$ cat src/rtl/dmat_pkg.sv
package dmat_pkg;
  // word indices (byte offset >> 2); software depends on these
  localparam int unsigned IX_CTRL   = 'h000;
  localparam int unsigned IX_BASE   = 'h001;
  localparam int unsigned IX_TLBF   = 'h005;
  localparam int unsigned IX_PGF    = 'h006;
  localparam int unsigned IX_FSTAT  = 'h400;
  localparam int unsigned IX_FADDR  = 'h401;
  localparam int unsigned IX_ARB    = 'h402;
  localparam int unsigned IX_SLOT0  = 'h404;
  localparam int unsigned IX_ARBEN  = 'h800;
  localparam int unsigned IX_MASKID = 'hC06;

  localparam logic [31:0] CTRL_KEEP   = 32'h0000_001D;
  localparam logic [31:0] BASE_KEEP   = 32'h07FF_FC00;
  localparam logic [31:0] SLOT_KEEP   = 32'h0001_0003;
  localparam logic [31:0] ARB_KEEP    = 32'h801F_000F;
  localparam logic [31:0] ARB_FORCE   = 32'h0000_0001;
  localparam logic [31:0] ARBEN_KEEP  = 32'h001F_0000;
  localparam logic [31:0] ARBEN_FORCE = 32'h0000_0008;
  localparam logic [31:0] FSTAT_KEEP  = 32'hFF0F_FFFF;
  localparam logic [31:0] FSTAT_FORCE = 32'h0080_0000;
  localparam logic [31:0] MASKID_KEEP = 32'h00FF_FFFF;

  localparam logic [31:0] ARB_RST     = 32'h0000_0003;
  localparam logic [31:0] MASKID_RST  = 32'h2300_0000;

  localparam logic [31:0] FLT_STAT    = 32'hC082_0000;
  localparam logic [31:0] FLT_RD_BIT  = 32'h0004_0000;
  localparam logic [31:0] PAGE_MASK   = 32'hFFFF_F000;
endpackage

$ cat src/rtl/dmat_window_decode.sv
module dmat_window_decode (
  input  logic [2:0]  range_sel,
  output logic [31:0] start
);
  logic [4:0] shamt;
  assign shamt = 5'd24 + {2'b00, range_sel};
  assign start = 32'hFFFF_FFFF << shamt;
endmodule

$ cat src/rtl/dmat_scratch_ram.sv
module dmat_scratch_ram #(
  parameter int AW = 6
) (
  input  logic          clk,
  input  logic          we,
  input  logic [AW-1:0] addr,
  input  logic [31:0]   wdata,
  output logic [31:0]   rdata
);
  localparam int DEPTH = 1 << AW;
  logic [31:0] mem [DEPTH];

  always_ff @(posedge clk) begin
    if (we) mem[addr] <= wdata;
    rdata <= mem[addr];
  end
endmodule

$ cat src/rtl/dmat_fault_regs.sv
module dmat_fault_regs (
  input  logic        clk,
  input  logic        rst,
  input  logic        flt_valid,
  input  logic        flt_read,
  input  logic [31:0] flt_addr,
  input  logic        wr_stat,
  input  logic        wr_addr,
  input  logic        sw_touch,
  input  logic [31:0] wdata,
  output logic [31:0] stat_q,
  output logic [31:0] addr_q,
  output logic        irq
);
  import dmat_pkg::*;

  always_ff @(posedge clk) begin
    if (rst) begin
      stat_q <= FSTAT_FORCE;
      addr_q <= '0;
      irq    <= 1'b0;
    end else if (flt_valid) begin
      stat_q <= FLT_STAT | (flt_read ? FLT_RD_BIT : 32'h0);
      addr_q <= flt_addr & PAGE_MASK;
      irq    <= 1'b1;
    end else begin
      if (wr_stat) stat_q <= (wdata & FSTAT_KEEP) | FSTAT_FORCE;
      if (wr_addr) addr_q <= wdata;
      if (sw_touch) irq <= 1'b0;
    end
  end


  fault_raise_chk: assert property (@(posedge clk) disable iff (rst)
    flt_valid |=> irq);


  touch_clear_chk: assert property (@(posedge clk) disable iff (rst)
    (sw_touch && !flt_valid) |=> !irq);


  fault_wins_chk: assert property (@(posedge clk) disable iff (rst)
    (flt_valid && wr_stat) |=> stat_q[31]);
endmodule

$ cat src/rtl/dmat_regbank.sv
module dmat_regbank #(
  parameter int          ADDR_W    = 14,
  parameter logic [7:0]  VERSION   = 8'h04,
  parameter int          NUM_SLOTS = 4,
  parameter int          SCR_AW    = 6
) (
  input  logic              clk,
  input  logic              rst,
  input  logic              bus_valid,
  input  logic              bus_write,
  input  logic [ADDR_W-1:0] bus_addr,
  input  logic [31:0]       bus_wdata,
  output logic [31:0]       bus_rdata,
  output logic              bus_rvalid,
  input  logic              flt_valid,
  input  logic              flt_read,
  input  logic [31:0]       flt_addr,
  output logic              xlat_enable,
  output logic [31:0]       win_start,
  output logic              irq
);
  import dmat_pkg::*;

  localparam int IDX_W  = ADDR_W - 2;
  localparam int SLOT_W = (NUM_SLOTS > 1) ? $clog2(NUM_SLOTS) : 1;
  localparam logic [IDX_W-1:0] I_CTRL   = IDX_W'(IX_CTRL);
  localparam logic [IDX_W-1:0] I_BASE   = IDX_W'(IX_BASE);
  localparam logic [IDX_W-1:0] I_TLBF   = IDX_W'(IX_TLBF);
  localparam logic [IDX_W-1:0] I_PGF    = IDX_W'(IX_PGF);
  localparam logic [IDX_W-1:0] I_FSTAT  = IDX_W'(IX_FSTAT);
  localparam logic [IDX_W-1:0] I_FADDR  = IDX_W'(IX_FADDR);
  localparam logic [IDX_W-1:0] I_ARB    = IDX_W'(IX_ARB);
  localparam logic [IDX_W-1:0] I_SLOT0  = IDX_W'(IX_SLOT0);
  localparam logic [IDX_W-1:0] I_SLOTN  = IDX_W'(IX_SLOT0 + NUM_SLOTS);
  localparam logic [IDX_W-1:0] I_ARBEN  = IDX_W'(IX_ARBEN);
  localparam logic [IDX_W-1:0] I_MASKID = IDX_W'(IX_MASKID);
  localparam logic [31:0] VER_WORD = {VERSION, 24'h0};

  logic [IDX_W-1:0] idx;
  logic             unused_lsb;
  logic             wr, rd;
  logic hit_ctrl, hit_base, hit_tlbf, hit_pgf, hit_fstat, hit_faddr;
  logic hit_arb, hit_slot, hit_arben, hit_maskid, named;
  logic [SLOT_W-1:0] slot_sel;

  assign idx        = bus_addr[ADDR_W-1:2];
  assign unused_lsb = ^bus_addr[1:0];
  assign wr         = bus_valid & bus_write;
  assign rd         = bus_valid & ~bus_write;

  assign hit_ctrl   = (idx == I_CTRL);
  assign hit_base   = (idx == I_BASE);
  assign hit_tlbf   = (idx == I_TLBF);
  assign hit_pgf    = (idx == I_PGF);
  assign hit_fstat  = (idx == I_FSTAT);
  assign hit_faddr  = (idx == I_FADDR);
  assign hit_arb    = (idx == I_ARB);
  assign hit_slot   = (idx >= I_SLOT0) && (idx < I_SLOTN);
  assign hit_arben  = (idx == I_ARBEN);
  assign hit_maskid = (idx == I_MASKID);
  assign slot_sel   = SLOT_W'(idx - I_SLOT0);
  assign named = hit_ctrl | hit_base | hit_tlbf | hit_pgf | hit_fstat |
                 hit_faddr | hit_arb | hit_slot | hit_arben | hit_maskid;

  logic [31:0] ctrl_q, base_q, tlbf_q, pgf_q, arb_q, arben_q, maskid_q;
  logic [31:0] slot_q [NUM_SLOTS];
  logic [31:0] fstat_q, faddr_q;

  always_ff @(posedge clk) begin
    if (rst) begin
      ctrl_q   <= VER_WORD;
      base_q   <= '0;
      tlbf_q   <= '0;
      pgf_q    <= '0;
      arb_q    <= ARB_RST;
      arben_q  <= ARBEN_FORCE;
      maskid_q <= MASKID_RST;
    end else if (wr) begin
      if (hit_ctrl)   ctrl_q   <= (bus_wdata & CTRL_KEEP) | VER_WORD;
      if (hit_base)   base_q   <= bus_wdata & BASE_KEEP;
      if (hit_tlbf)   tlbf_q   <= bus_wdata;
      if (hit_pgf)    pgf_q    <= bus_wdata;
      if (hit_arb)    arb_q    <= (bus_wdata & ARB_KEEP) | ARB_FORCE;
      if (hit_arben)  arben_q  <= (bus_wdata & ARBEN_KEEP) | ARBEN_FORCE;
      if (hit_maskid) maskid_q <= maskid_q | (bus_wdata & MASKID_KEEP);
    end
  end

  for (genvar s = 0; s < NUM_SLOTS; s++) begin : g_slot
    always_ff @(posedge clk) begin
      if (rst) slot_q[s] <= '0;
      else if (wr && hit_slot && slot_sel == SLOT_W'(s))
        slot_q[s] <= bus_wdata & SLOT_KEEP;
    end
  end

  dmat_fault_regs u_fault (
    .clk      (clk),
    .rst      (rst),
    .flt_valid(flt_valid),
    .flt_read (flt_read),
    .flt_addr (flt_addr),
    .wr_stat  (wr & hit_fstat),
    .wr_addr  (wr & hit_faddr),
    .sw_touch (bus_valid & (hit_fstat | hit_faddr)),
    .wdata    (bus_wdata),
    .stat_q   (fstat_q),
    .addr_q   (faddr_q),
    .irq      (irq)
  );

  logic [31:0] ram_rdata;
  dmat_scratch_ram #(.AW(SCR_AW)) u_scratch (
    .clk  (clk),
    .we   (wr & ~named),
    .addr (idx[SCR_AW-1:0]),
    .wdata(bus_wdata),
    .rdata(ram_rdata)
  );

  dmat_window_decode u_win (
    .range_sel(ctrl_q[4:2]),
    .start    (win_start)
  );
  assign xlat_enable = ctrl_q[0];

  logic [31:0] rd_mux, rd_named_q;
  logic        named_q, rvalid_q;

  always_comb begin
    rd_mux = '0;
    if (hit_ctrl)   rd_mux = ctrl_q;
    if (hit_base)   rd_mux = base_q;
    if (hit_tlbf)   rd_mux = tlbf_q;
    if (hit_pgf)    rd_mux = pgf_q;
    if (hit_fstat)  rd_mux = fstat_q;
    if (hit_faddr)  rd_mux = faddr_q;
    if (hit_arb)    rd_mux = arb_q;
    if (hit_slot)   rd_mux = slot_q[slot_sel];
    if (hit_arben)  rd_mux = arben_q;
    if (hit_maskid) rd_mux = maskid_q;
  end

  always_ff @(posedge clk) begin
    if (rst) begin
      rd_named_q <= '0;
      named_q    <= 1'b0;
      rvalid_q   <= 1'b0;
    end else begin
      rd_named_q <= rd_mux;
      named_q    <= named;
      rvalid_q   <= rd;
    end
  end

  assign bus_rdata  = named_q ? rd_named_q : ram_rdata;
  assign bus_rvalid = rvalid_q;


  read_latency_chk: assert property (@(posedge clk) disable iff (rst)
    rd |=> bus_rvalid);


  maskid_sticky_chk: assert property (@(posedge clk) disable iff (rst)
    ((maskid_q & $past(maskid_q)) == $past(maskid_q)));


  arb_force_chk: assert property (@(posedge clk) disable iff (rst)
    (wr && hit_arb) |=> arb_q[0]);
endmodule

$ cat config.mk
export PLATFORM = sky130hd
export DESIGN_NAME = dmat_regbank
export DESIGN_NICKNAME = d
export VERILOG_FILES = /design/src/rtl/dmat_pkg.sv /design/src/rtl/dmat_window_decode.sv /design/src/rtl/dmat_scratch_ram.sv /design/src/rtl/dmat_fault_regs.sv /design/src/rtl/dmat_regbank.sv
export SDC_FILE = /design/constraint.sdc
export NUM_CORES = 2
export LEC_CHECK = 0
export BUFFER_PORTS_ARGS = -buffer_cell sky130_fd_sc_hd__buf_2
export CAP_MARGIN = 10
export CORE_AREA = 2 2 603 605
export CTS_CLUSTER_SIZE = 16
export DETAILED_ROUTE_END_ITERATION = 8
export DIE_AREA = 0 0 605 607
export SLEW_MARGIN = 10
export SYNTH_ARGS = -nofsm -noshare
export SYNTH_HDL_FRONTEND = slang
export SYNTH_SLANG_ARGS = --single-unit
$ cat constraint.sdc
create_clock -name clk -period 5.2 [get_ports clk]
set_clock_uncertainty 0.05 [all_clocks]
set_input_delay 1.04 -clock clk [delete_from_list [all_inputs] [get_ports clk]]
set_output_delay 1.04 -clock clk [all_outputs]
set_load 0.03 [all_outputs]
==> flow_summary.yaml <==
logic_synthesis:
  yosys_warnings: 0
  yosysTopAreaCell: "edfxtp_1"
  synth.distinct_cells: 77
  yosysTopAreaCellShare: 0.6877
  synth_area_leaders: "edfxtp_1 (69%), mux4_2 (11%), dfxtp_1 (5.6%), mux2i_1 (3.6%), nand2_1 (1.9%)"
  avgSynthCellArea_um2: 18.13
  synth_edf_count: 2060
  synthArstFlopShare: 0
  ys_seq_elements: 2310
  synth_area_mm2: 0.08995
  yosysSeqAreaShare: 0.7434
  synth-main-ff-cell: "edfxtp_1"
  syn_inst: 4961
clock_tree:
  clk_pin_slew_ps: 60
  htree_levels: 4
  cts_setup_buffers: 0
  hold_buffers: 0
  cts_root_buffer: "clkbuf_16"
  clk_latency_ps: 880
  cts_made_buffers: 226
  cts_sinks: 2310
  cts_buffer_depth: 3
  ctsResizeCount: 0
  cts_tree: "built"
layout:
  layout_commonest_cell: "edfxtp_1"
  drive_gt1_frac: 0.2431
  mostFrequentLayoutCells: "edfxtp_1 (2,060), nand2_1 (456), mux4_2 (424)"
  area_delta_synth_final_pct: 17.02
  nNetsFinal: 5344
  finalNonFillerCells: 10260
place:
  place_hpwl_mm: 164.2
  port_buffers: 111
  routabilityCongestion: 0.8761
  dp.cells: 9825
global_routing:
  grt_most_used_layer: "met2"
  use_met1: 0.1833
  antenna_found_initial: 39
  track_usage: 0.1411
  overflow: 0
  grt_max_degree: 99
  use_met2: 0.2318
  grt_pass1_wl_mm: 370.6
  grt_pass1_vias: 47850
  grtUsageMet3: 0.02858
worst_hold_path:
  min_path_type: "in2reg"
die:
  die_h_um: 607
  initial_utilization: 0.2493
  die_x_um: 605
  fp-row-count: 221
  fp.coreArea_mm2: 0.3609
  die-area_mm2: 0.3672
  ios: 151
power_and_ir_drop:
  max-vdd-ir-drop_uv: 325.4
  total_power_mw: 38.83
  leakage_nw: 33.11
  p_per_area_mw_per_mm2: 368.9
worst_setup_path:
  crit_fanout: 46
  cp_data_required_time_ps: 5930
  arrival_ps: 4510
  critPathKind: "in2reg"
  crit_chain: "buf_8 > buf_12 > mux4_2 > mux2i_1 > o22ai_1 > nor2_1 > buf_4 > o21ai_0 > a221o_1"
  cp_top_family: "buffers and inverters"
  crit_path_start_kind: "input pin"
  crit_path_end_kind: "flop"
  slowest_stage: "nor2_1"
  worstPathBufferInverterCount: 3
  critPathMaxStageDelay_ps: 580
drt:
  dr.pass1.iters: 6
  drc: 0
  drt_wl_total_mm: 265.3
  drt-initial-drc-count: 6288
  wl_per_cell_um: 25.86
  route.vias.total: 48750
  viasPerCell: 4.753
  ant_nets: 0
sta:
  fin_crit_ps: 3779
  fin_setup_tns_ps: 0
  rsz0062_at_grt: "no"
  maxSlewHeadroom: 0.1541
  fin_crit_sh: 0.7268
  maxSlewViolCount: 0
  timing.fmax_mhz: 264.6
  finalSetupViolations: 0
  hold_violations: 0
  fin_hold_ws_ps: 322.6
  tightest_slew_ps: 1266
outcome:
  outcome: "finished, final reports clean"
run:
  maxCapViolCount: 0
==> registers in the layout, summed over array words and instances (netlist names) <==
register and cells:
named_q 1, slot_q 12, maskid_q 24, rd_named_q 32
pgf_q 32, u_fault.addr_q 32, u_fault.irq 1, arb_q 9
ctrl_q 4, arben_q 5, tlbf_q 32, u_scratch.mem 2048
bus_rvalid 1, u_scratch.rdata 32, base_q 17, u_fault.stat_q 28
==> cells in the mapped netlist, types with 8 or more instances <==
| library cell | count |
|---|---|
| o21ai_0 | 94 |
| mux4_2 | 424 |
| nor3_1 | 19 |
| a31oi_1 | 16 |
| nor2b_1 | 19 |
| mux2_2 | 66 |
| a22o_1 | 11 |
| dfxtp_1 | 250 |
| mux2i_1 | 325 |
| a211o_1 | 9 |
| nor2_2 | 20 |
| nor2_1 | 202 |
| a22oi_1 | 44 |
| o221ai_1 | 18 |
| o22ai_1 | 61 |
| nand2b_1 | 21 |
| clkbuf_1 | 132 |
| buf_2 | 117 |
| a2111oi_0 | 8 |
| a221oi_1 | 10 |
| edfxtp_1 | 2060 |
| buf_1 | 25 |
| a21o_1 | 24 |
| nand2_1 | 458 |
| a211oi_1 | 35 |
| buf_4 | 51 |
| nand3_1 | 24 |
| a21oi_1 | 232 |
| o211ai_1 | 25 |
| a21oi_2 | 20 |
| o2111ai_1 | 9 |
| and2_1 | 11 |
==> power breakdown <==
group | internal, mW | switching, mW | total [mW]
Combinational | 0.697 | 1.55 | 2.24
Sequential | 20.3 | 0.0710 | 20.4
Clock | 9.07 | 7.14 | 16.2
Total | 30.1 | 8.76 | 38.8
==> worst paths after layout <==
path	start	end	slack, ps	depth (start not counted)
max reg2reg	u_scratch.mem[11][10]	u_scratch.rdata[10]	2350	7
max	bus_addr[2]	u_scratch.rdata[10]	1420	9
min	bus_write	bus_rvalid	320	2
min reg2reg	tlbf_q[13]	tlbf_q[13]	410	2
==> cell families after synthesis <==
group / Yosys count / synth area share
other cells: 2 / 0.00008350
simple gates: 830 / 0.03997
compound gates: 662 / 0.04710
fa+ha+maj: 1 / 0.0001113
flops: 2310 / 0.7434
mux: 815 / 0.1506
buf+inv: 341 / 0.01875
==> final cells by class <==
class	instances	area, µm²
diodes	11	27.53
clock buffers	286	5973
clock inverters	133	1408
fillers	35230	255600
inverters	7	33.78
multi-input cells	2333	21990
flip-flops and latches	2310	66860
well taps	4794	5998
repair buffers	382	2952
==> through the flow <==
step,setup WS (ps),cell area (µm²),util
2_1_floorplan,605.4,90030,-
6_report,1421,105300,0.2917
3_5_place_dp,631.1,97820,0.2711
4_1_cts,1597,105200,0.2915
3_3_place_gp,583.1,97820,0.2711
5_1_grt,1426,105200,0.2916
==> routing by layer <==
metal,wire (µm),vias to the layer above
met1,105600,25710
li1,-,20340
met4,10420,10
met3,22130,438
met2,127000,2253
met5,53,-
==> worst reg2reg max path: stages, from the launching register on <==
cell and delay (ps):
edfxtp_1 380, mux4_2 470, mux2i_1 320, o22ai_1 140
nor2_1 580, buf_4 230, o21ai_0 230, a221o_1 350
Note: power is estimated with default switching activity, not from simulation.
